**config.mk**
```make
export PLATFORM = sky130hd
export DESIGN_NAME = segxl_top
export DESIGN_NICKNAME = d
export VERILOG_FILES = /design/src/rtl/segxl_pkg.sv /design/src/rtl/segxl_field_unpack.sv /design/src/rtl/segxl_table_guard.sv /design/src/rtl/segxl_seg_eval.sv /design/src/rtl/segxl_top.sv
export SDC_FILE = /design/constraint.sdc
export NUM_CORES = 1
export LEC_CHECK = 0
export ABC_AREA = 1
export CORE_ASPECT_RATIO = 1.25
export CORE_UTILIZATION = 30
export DETAILED_ROUTE_END_ITERATION = 16
export DONT_BUFFER_PORTS = 1
export GPL_TIMING_DRIVEN = 0
export PLACE_DENSITY = 0.42
export SETUP_SLACK_MARGIN = 0.2
export SLEW_MARGIN = 20
export SYNTH_ARGS = -nofsm -noshare
export SYNTH_HDL_FRONTEND = slang
export SYNTH_HIERARCHICAL = 1
export SYNTH_SLANG_ARGS = --single-unit
```
**constraint.sdc**
```tcl
create_clock -name clk -period 1.14 [get_ports clk]
set_clock_uncertainty 0.2 [all_clocks]
set_input_delay 0.114 -clock clk [delete_from_list [all_inputs] [get_ports clk]]
set_output_delay 0.114 -clock clk [all_outputs]
set_load 0.05 [all_outputs]
```
**src/rtl/segxl_pkg.sv**
```systemverilog
package segxl_pkg;

   typedef enum logic [2:0] {
      SX_OK      = 3'd0,
      SX_BAD_SEL = 3'd1,
      SX_OOB     = 3'd2,
      SX_ABSENT  = 3'd3
   } sx_status_e;

   typedef enum logic [1:0] {
      CLS_FLAT = 2'd0,
      CLS_DOWN = 2'd1,
      CLS_SYS  = 2'd2,
      CLS_BAD  = 2'd3
   } sx_class_e;

   typedef struct packed {
      logic [31:0] base;
      logic [31:0] limit;
      logic        present;
      logic        gran;
      logic        user_seg;
      logic [3:0]  kind;
   } sx_fields_t;

   localparam int unsigned SX_AW = 32;
   localparam int unsigned SX_RW = SX_AW + 1;

endpackage

```
**src/rtl/segxl_field_unpack.sv**
```systemverilog
module segxl_field_unpack
   import segxl_pkg::*;
#(
   parameter int unsigned PAGE_SHIFT = 12
) (
   input  logic [63:0] desc,
   output sx_fields_t  fields
);
   localparam int unsigned RAW_LIM_W = 20;

   generate
      if (PAGE_SHIFT + RAW_LIM_W != SX_AW) begin : g_bad_page
         $error("segxl_field_unpack: PAGE_SHIFT must fill the address width");
      end
   endgenerate

   logic [RAW_LIM_W-1:0] raw_lim;
   logic                 unused_bits;

   assign raw_lim     = {desc[51:48], desc[15:0]};
   assign unused_bits = ^{desc[54:52], desc[46:45]};

   always_comb begin
      fields.base     = {desc[63:56], desc[39:32], desc[31:16]};
      fields.present  = desc[47];
      fields.gran     = desc[55];
      fields.user_seg = desc[44];
      fields.kind     = desc[43:40];
      if (desc[55])
         fields.limit = {raw_lim, {PAGE_SHIFT{1'b1}}};
      else
         fields.limit = {{PAGE_SHIFT{1'b0}}, raw_lim};
   end

endmodule

```
**src/rtl/segxl_table_guard.sv**
```systemverilog
module segxl_table_guard #(
   parameter int unsigned SEL_W       = 16,
   parameter int unsigned TLIM_W      = 17,
   parameter bit          SKIP_ENABLE = 1'b1
) (
   input  logic [SEL_W-1:0]  sel,
   input  logic [TLIM_W-1:0] gdt_limit,
   input  logic [TLIM_W-1:0] ldt_limit,
   input  logic              skip_gdt_bound,
   output logic              bad_sel
);
   localparam int unsigned PAD_W = TLIM_W - SEL_W;

   generate
      if (SEL_W < 3 || SEL_W > 16) begin : g_bad_sel_w
         $error("segxl_table_guard: SEL_W out of range");
      end
      if (TLIM_W <= SEL_W) begin : g_bad_tlim_w
         $error("segxl_table_guard: TLIM_W must exceed SEL_W");
      end
   endgenerate

   logic [TLIM_W-1:0] byte_off;
   logic [TLIM_W-1:0] tbl_lim;
   logic              use_local;
   logic              over;
   logic              waive;
   logic              unused_rpl;

   assign use_local  = sel[2];
   assign unused_rpl = ^sel[1:0];
   assign byte_off   = {{PAD_W{1'b0}}, sel[SEL_W-1:3], 3'b000};
   assign tbl_lim    = use_local ? ldt_limit : gdt_limit;
   assign over       = (byte_off >= tbl_lim);

   generate
      if (SKIP_ENABLE) begin : g_skip
         assign waive = skip_gdt_bound & ~use_local;
      end else begin : g_noskip
         logic unused_skip;
         assign unused_skip = skip_gdt_bound;
         assign waive       = 1'b0;
      end
   endgenerate

   assign bad_sel = over & ~waive;

endmodule

```
**src/rtl/segxl_seg_eval.sv**
```systemverilog
module segxl_seg_eval
   import segxl_pkg::*;
#(
   parameter logic [15:0] SYS_TYPE_MASK = 16'hDAFE
) (
   input  logic [31:0] offset,
   input  sx_fields_t  fields,
   input  logic        bad_sel,
   output logic [31:0] flat,
   output logic [32:0] remain,
   output sx_status_e  status
);
   localparam logic [32:0] FULL_SPAN = 33'h1_0000_0000;
   localparam logic [32:0] TOP_SMALL = 33'h0_0000_FFFF;
   localparam logic [32:0] TOP_BIG   = 33'h0_FFFF_FFFF;

   logic [15:0] sys_ok;
   genvar t;
   generate
      for (t = 0; t < 16; t++) begin : g_sys
         assign sys_ok[t] = SYS_TYPE_MASK[t];
      end
   endgenerate

   sx_class_e   cls;
   logic [31:0] sum;
   logic [32:0] off_x;
   logic [32:0] lim_x;

   assign sum   = fields.base + offset;
   assign off_x = {1'b0, offset};
   assign lim_x = {1'b0, fields.limit};

   always_comb begin
      if (fields.user_seg) begin
         if (!fields.kind[3] && fields.kind[2]) cls = CLS_DOWN;
         else                                   cls = CLS_FLAT;
      end else begin
         cls = sys_ok[fields.kind] ? CLS_SYS : CLS_BAD;
      end
   end

   always_comb begin
      flat   = '0;
      remain = '0;
      status = SX_OK;
      if (bad_sel) begin
         status = SX_BAD_SEL;
      end else if (!fields.present) begin
         status = SX_ABSENT;
      end else begin
         unique case (cls)
            CLS_FLAT: begin
               if (off_x > lim_x) status = SX_OOB;
               else begin
                  flat   = sum;
                  remain = lim_x - off_x + 33'd1;
               end
            end
            CLS_DOWN: begin
               if ((!fields.gran && off_x > TOP_SMALL) || off_x <= lim_x)
                  status = SX_OOB;
               else begin
                  flat   = sum;
                  remain = (fields.gran ? TOP_BIG : TOP_SMALL) - off_x + 33'd1;
               end
            end
            CLS_SYS: begin
               if (off_x > lim_x) status = SX_OOB;
               else begin
                  flat   = sum;
                  remain = FULL_SPAN - {1'b0, sum};
               end
            end
            default: status = SX_BAD_SEL;
         endcase
      end
   end

endmodule

```
**src/rtl/segxl_top.sv**
```systemverilog
module segxl_top
   import segxl_pkg::*;
#(
   parameter int unsigned SEL_W         = 16,
   parameter int unsigned TLIM_W        = 17,
   parameter int unsigned LEGACY_SHIFT  = 4,
   parameter int unsigned PAGE_SHIFT    = 12,
   parameter bit          SKIP_ENABLE   = 1'b1,
   parameter logic [15:0] SYS_TYPE_MASK = 16'hDAFE
) (
   input  logic              clk,
   input  logic              rst_n,
   input  logic              req_valid,
   input  logic              legacy_mode,
   input  logic [SEL_W-1:0]  sel,
   input  logic [31:0]       offset,
   input  logic [63:0]       desc,
   input  logic [TLIM_W-1:0] gdt_limit,
   input  logic [TLIM_W-1:0] ldt_limit,
   input  logic              skip_gdt_bound,
   output logic              out_valid,
   output logic [31:0]       flat_addr,
   output logic [32:0]       remain,
   output logic [2:0]        status
);
   localparam int unsigned LEG_W = 16;

   generate
      if (LEGACY_SHIFT + SEL_W > SX_AW) begin : g_bad_shift
         $error("segxl_top: legacy shift overflows the address");
      end
   endgenerate

   sx_fields_t  fields;
   logic        tbl_bad;
   logic [31:0] pm_flat;
   logic [32:0] pm_remain;
   sx_status_e  pm_status;

   segxl_field_unpack #(.PAGE_SHIFT(PAGE_SHIFT)) unpack_i (
      .desc   (desc),
      .fields (fields)
   );

   segxl_table_guard #(
      .SEL_W(SEL_W), .TLIM_W(TLIM_W), .SKIP_ENABLE(SKIP_ENABLE)
   ) guard_i (
      .sel            (sel),
      .gdt_limit      (gdt_limit),
      .ldt_limit      (ldt_limit),
      .skip_gdt_bound (skip_gdt_bound),
      .bad_sel        (tbl_bad)
   );

   segxl_seg_eval #(.SYS_TYPE_MASK(SYS_TYPE_MASK)) eval_i (
      .offset  (offset),
      .fields  (fields),
      .bad_sel (tbl_bad),
      .flat    (pm_flat),
      .remain  (pm_remain),
      .status  (pm_status)
   );

   logic [31:0] lg_off;
   logic [31:0] lg_seg;
   logic [31:0] lg_flat;
   logic [32:0] lg_remain;

   assign lg_off    = {{(SX_AW-LEG_W){1'b0}}, offset[LEG_W-1:0]};
   assign lg_seg    = {{(SX_AW-SEL_W){1'b0}}, sel} << LEGACY_SHIFT;
   assign lg_flat   = lg_off + lg_seg;
   assign lg_remain = 33'h1_0000 - {1'b0, lg_off};

   logic [31:0] nx_flat;
   logic [32:0] nx_remain;
   sx_status_e  nx_status;

   always_comb begin
      if (legacy_mode) begin
         nx_flat   = lg_flat;
         nx_remain = lg_remain;
         nx_status = SX_OK;
      end else begin
         nx_flat   = pm_flat;
         nx_remain = pm_remain;
         nx_status = pm_status;
      end
   end

   always_ff @(posedge clk or negedge rst_n) begin
      if (!rst_n) begin
         out_valid <= 1'b0;
         flat_addr <= '0;
         remain    <= '0;
         status    <= '0;
      end else begin
         out_valid <= req_valid;
         if (req_valid) begin
            flat_addr <= nx_flat;
            remain    <= nx_remain;
            status    <= nx_status;
         end
      end
   end

   // strobe follows the request by one cycle; results hold between requests
   a_r1_strobe: assert property (@(posedge clk) disable iff (!rst_n)
      req_valid |=> out_valid);
   a_r1_hold: assert property (@(posedge clk) disable iff (!rst_n)
      !req_valid |=> (!out_valid && $stable(flat_addr) && $stable(remain) && $stable(status)));

   // legacy path never fails and counts to the 64 KiB edge
   a_r2_legacy: assert property (@(posedge clk) disable iff (!rst_n)
      (req_valid && legacy_mode) |=>
         (status == 3'd0 && remain == (33'h1_0000 - {17'b0, $past(offset[15:0])})));

   // a table bound failure wins over every other protected check
   a_r3_bound_first: assert property (@(posedge clk) disable iff (!rst_n)
      (req_valid && !legacy_mode && tbl_bad) |=> status == 3'd1);

   // absent descriptor reported ahead of class and limit
   a_r6_absent: assert property (@(posedge clk) disable iff (!rst_n)
      (req_valid && !legacy_mode && !tbl_bad && !fields.present) |=> status == 3'd3);

   // failures carry no address or count; successes carry a sane count
   a_r10_err_zero: assert property (@(posedge clk) disable iff (!rst_n)
      (out_valid && status != 3'd0) |-> (flat_addr == 32'd0 && remain == 33'd0));
   a_r10_ok_range: assert property (@(posedge clk) disable iff (!rst_n)
      (out_valid && status == 3'd0) |-> (remain != 33'd0 && remain <= 33'h1_0000_0000));
   a_r10_code: assert property (@(posedge clk) disable iff (!rst_n)
      status <= 3'd3);

endmodule

```
==> reports/summary.txt <==
status = finished, violations left
failing checks = hold timing, setup timing
Int Pwr = 8.15 mW
initial antenna violation count = 4
Reg clk slew, reported paths = 60 ps
design area = 19300 um2
fillers = 4985
Die Y = 244 um
period utilization = 249%
vias = 15800
crit path from = desc[55]
Worst setup SP type = input port
peak supply drop = 0.000530 V
multiplexer share of the synthesized area = 0.927%
GRT overflow = 0
Final ANT Viol Nets = 0
vias in the first global route = 15600
Max Buffers Root-to-Sink = 2
# clock sinks = 69
Core Box Area = 46100 um2
Worst slew margin = 24.3%
main flop type after synthesis = dfrtp_1
worst skew pair latency = 360 ps
largest family of logic cells by synthesized area = simple AND/OR/NAND/NOR gates
worst path arrival time = 2930 ps
HP Class = in -> async
Switch Pwr = 8.59 mW
share of Yosys cell area claimed by the top area cell type = 17.6%
GPL Wtd Cong = 0.945
post-place instance area = 15300 um2
Std-Cell Rows = 88
Die X = 196 um
final setup vio count = 136
hpwl dp = 55400 um
Crit. End Element = flop
RSZ-0062 raised after global routing = yes
Post-synth EDFFs = 0
Worst path slowest cell = ha_1
CTS root buf = clkbuf_16
DR vias/cell = 5.11
initial core utilization = 30.4%
CP Cell Sequence = buf_8, or2_1, ha_1, nand2_1, nor3_2, buf_4, nand3_4, nand2_4, buf_12, nand2_8, buf_12, a31oi_4, clkinv_4, buf_8, nor2_4, nor2_1, nor2_1, nand3_1, nand2_1
syn_nets = 2692
Syn Area/Cell = 5.97 um2
Register Area = 1810 um2
final worst slack = -1700 ps
layout cells sized above 1 = 30.8%
Sw Share = 51.3%
Max-cap violations = 0
Synth Register Bits = 69
Period minus WS final = 2840 ps
drt first pass iters = 5
Post-synth top cells = 657 x nand2_1, 361 x inv_1, 233 x nor2_1
Mapped Area = 14000 um2
cell with the most instances after synthesis = nand2_1
post-synthesis sequential area ratio = 12.3%
Worst Hold Slack = -758 ps
Initial DRC Count = 794
Yosys warning total = 6
drt wl/cell = 22.1 um
Area Overhead vs Synth = 37.8%
NumNets Final = 2838
global-route wire length before repair = 99200 um
TritonCTS clock tree = yes
Mapped Cells = 2352
CP top delay family = simple AND/OR/NAND/NOR gates
combinational power share = 61.7%
Sequential Power Share = 21.9%
Clock Power Share = 16.4%
die area = 47700 um2
num ports = 220
critical path buffer and inverter count = 6
Synth area leader = nand2_1
CTS buffer count = 9
Synth Area in Compound Gates = 14.4%
final core occ = 41.9%
CP Data Required Time = 1230 ps
Power Density = 865 nW/um2
WS Path Type = in -> reg
Multi-input gate area = 12800 um2
asr flop ratio synth = 100%
Adder-Cell Fraction of Synth Area = 17.1%
max incr delay on CP = 380 ps
FMAX = 0.352 GHz
Max H-tree Level = 3
Tot GR Track Use = 28.2%
DRC = 0
FF-to-FF Start = remain[15]$_DFFE_PN0P_
PortBufs = 0
total wire length = 68200 um
Synth Area in XOR/XNOR = 2.55%
Slew Viols, Final = 0
top post-synthesis cells by area = nand2_1 18%, ha_1 16%, dfrtp_1 12%, inv_1 9.7%, nor2_1 6.2%
Simple-Gate Fraction of Synth Area = 38.8%
Final Hold Viols = 88
Distinct cells, synth = 59
Leakage = 9.41 nW
largest net degree at the start of global routing = 70
largest fanout on the critical path = 10
worst slew pin tran = 1120 ps
==> layout make-up <==
type | count | share of cell area, %
Clock buffer | 9 | 1.16
Clock inverter | 7 | 0.265
Antenna cell | 2 | 0.0259
Inverter | 387 | 7.86
Timing Repair Buffer | 135 | 7.60
Tap cell | 585 | 3.78
Sequential cell | 69 | 9.37
Buffer | 78 | 3.80
Multi-Input combinational cell | 1818 | 66.1
==> registers in the layout (all words and copies together) (netlist names) <==
signal and flops:
flat_addr 32, out_valid 1, remain 33, status 3
==> cells in the final DEF (no fill, tap or decap), types with 29 or more instances in the layout <==
master,netlist,final
ha_4,0,42
inv_2,24,29
dfrtp_2,0,68
buf_4,46,110
nand3_1,162,127
a21oi_1,143,85
nand2_2,26,78
nand2_4,4,39
a21oi_2,0,48
nand3_2,8,31
a22o_1,36,36
nand2_1,657,567
nor2_1,233,165
nand4_1,43,43
ha_1,185,128
inv_1,361,341
nor2_4,12,56
o21ai_0,67,39
nor2_2,16,40
==> repair_timing <==
action,4_1_cts,5_1_grt
pin swaps,122,105
hold endpoints to repair,104,85
gates cloned,7,1
setup endpoints to repair,137,137
gates resized for setup,448,196
hold buffers,19,1
buffers inserted,68,39
==> power groups by stage <==
stage	logic, mW	clock network (mW)	registers (mW)
CTS	9.51	2.79	3.67
finish	10.3	2.74	3.67
floorplan	5.40	0	3.58
detailed placement	7.64	0	3.67
global placement	7.62	0	3.67
global route	11.2	2.87	3.69
==> final timing paths <==
path | slack (ps) | cells past startpoint | to
setup / recovery | -1700 | 19 | flat_addr[19]$_DFFE_PN0P_
hold / removal | -760 | 0 | flat_addr[0]$_DFFE_PN0P_
setup reg to reg | -130 | 2 | remain[15]$_DFFE_PN0P_
hold reg to reg | 510 | 2 | flat_addr[15]$_DFFE_PN0P_
max in group asynchronous | 1280 | 0 | remain[17]$_DFFE_PN0P_
min in group clk | -200 | 3 | flat_addr[4]$_DFFE_PN0P_
==> layer usage <==
layer	routed length, um	vias up	track usage [%]
li1	-	7901	-
met1	27200	7401	32.1
met2	34700	381	52.6
met3	3200	97	3.54
met4	3020	2	11.2
met5	17	-	0
==> worst reg2reg max path: cells and delay by family, from the launching register on <==
| family | cells | cell delay (ps) |
|---|---|---|
| AOI/OAI and AO/OA | 1 | 270 |
| and+or+nand+nor | 1 | 160 |
| DFF | 1 | 520 |
==> through the flow <==
step | instances | setup WS (ps) | hold WS, ps | total power [mW] | TNS (ps)
after global placement | 2937 | -2680 | -380 | 11.3 | -151910
after floorplan | 2352 | -1740 | -382 | 8.98 | -95100
final | 3090 | -1700 | -758 | 16.7 | -112000
after global routing | 3089 | -1820 | -766 | 17.8 | -118920
after detailed placement | 2937 | -2630 | -380 | 11.3 | -151650
after CTS | 3047 | -1680 | -765 | 16.0 | -111010
==> cell families (layout without fill, tap and decap cells) <==
group           count (synthesis)  count (layout)
fa+ha+maj                     189             189
compound gates                336             336
buf+inv                       465             616
xor+xnor                       40              40
other cells                     1               3
simple gates                 1239            1239
mux                            13              13
flops                          69              69
Power figures use the tool's default switching activity.
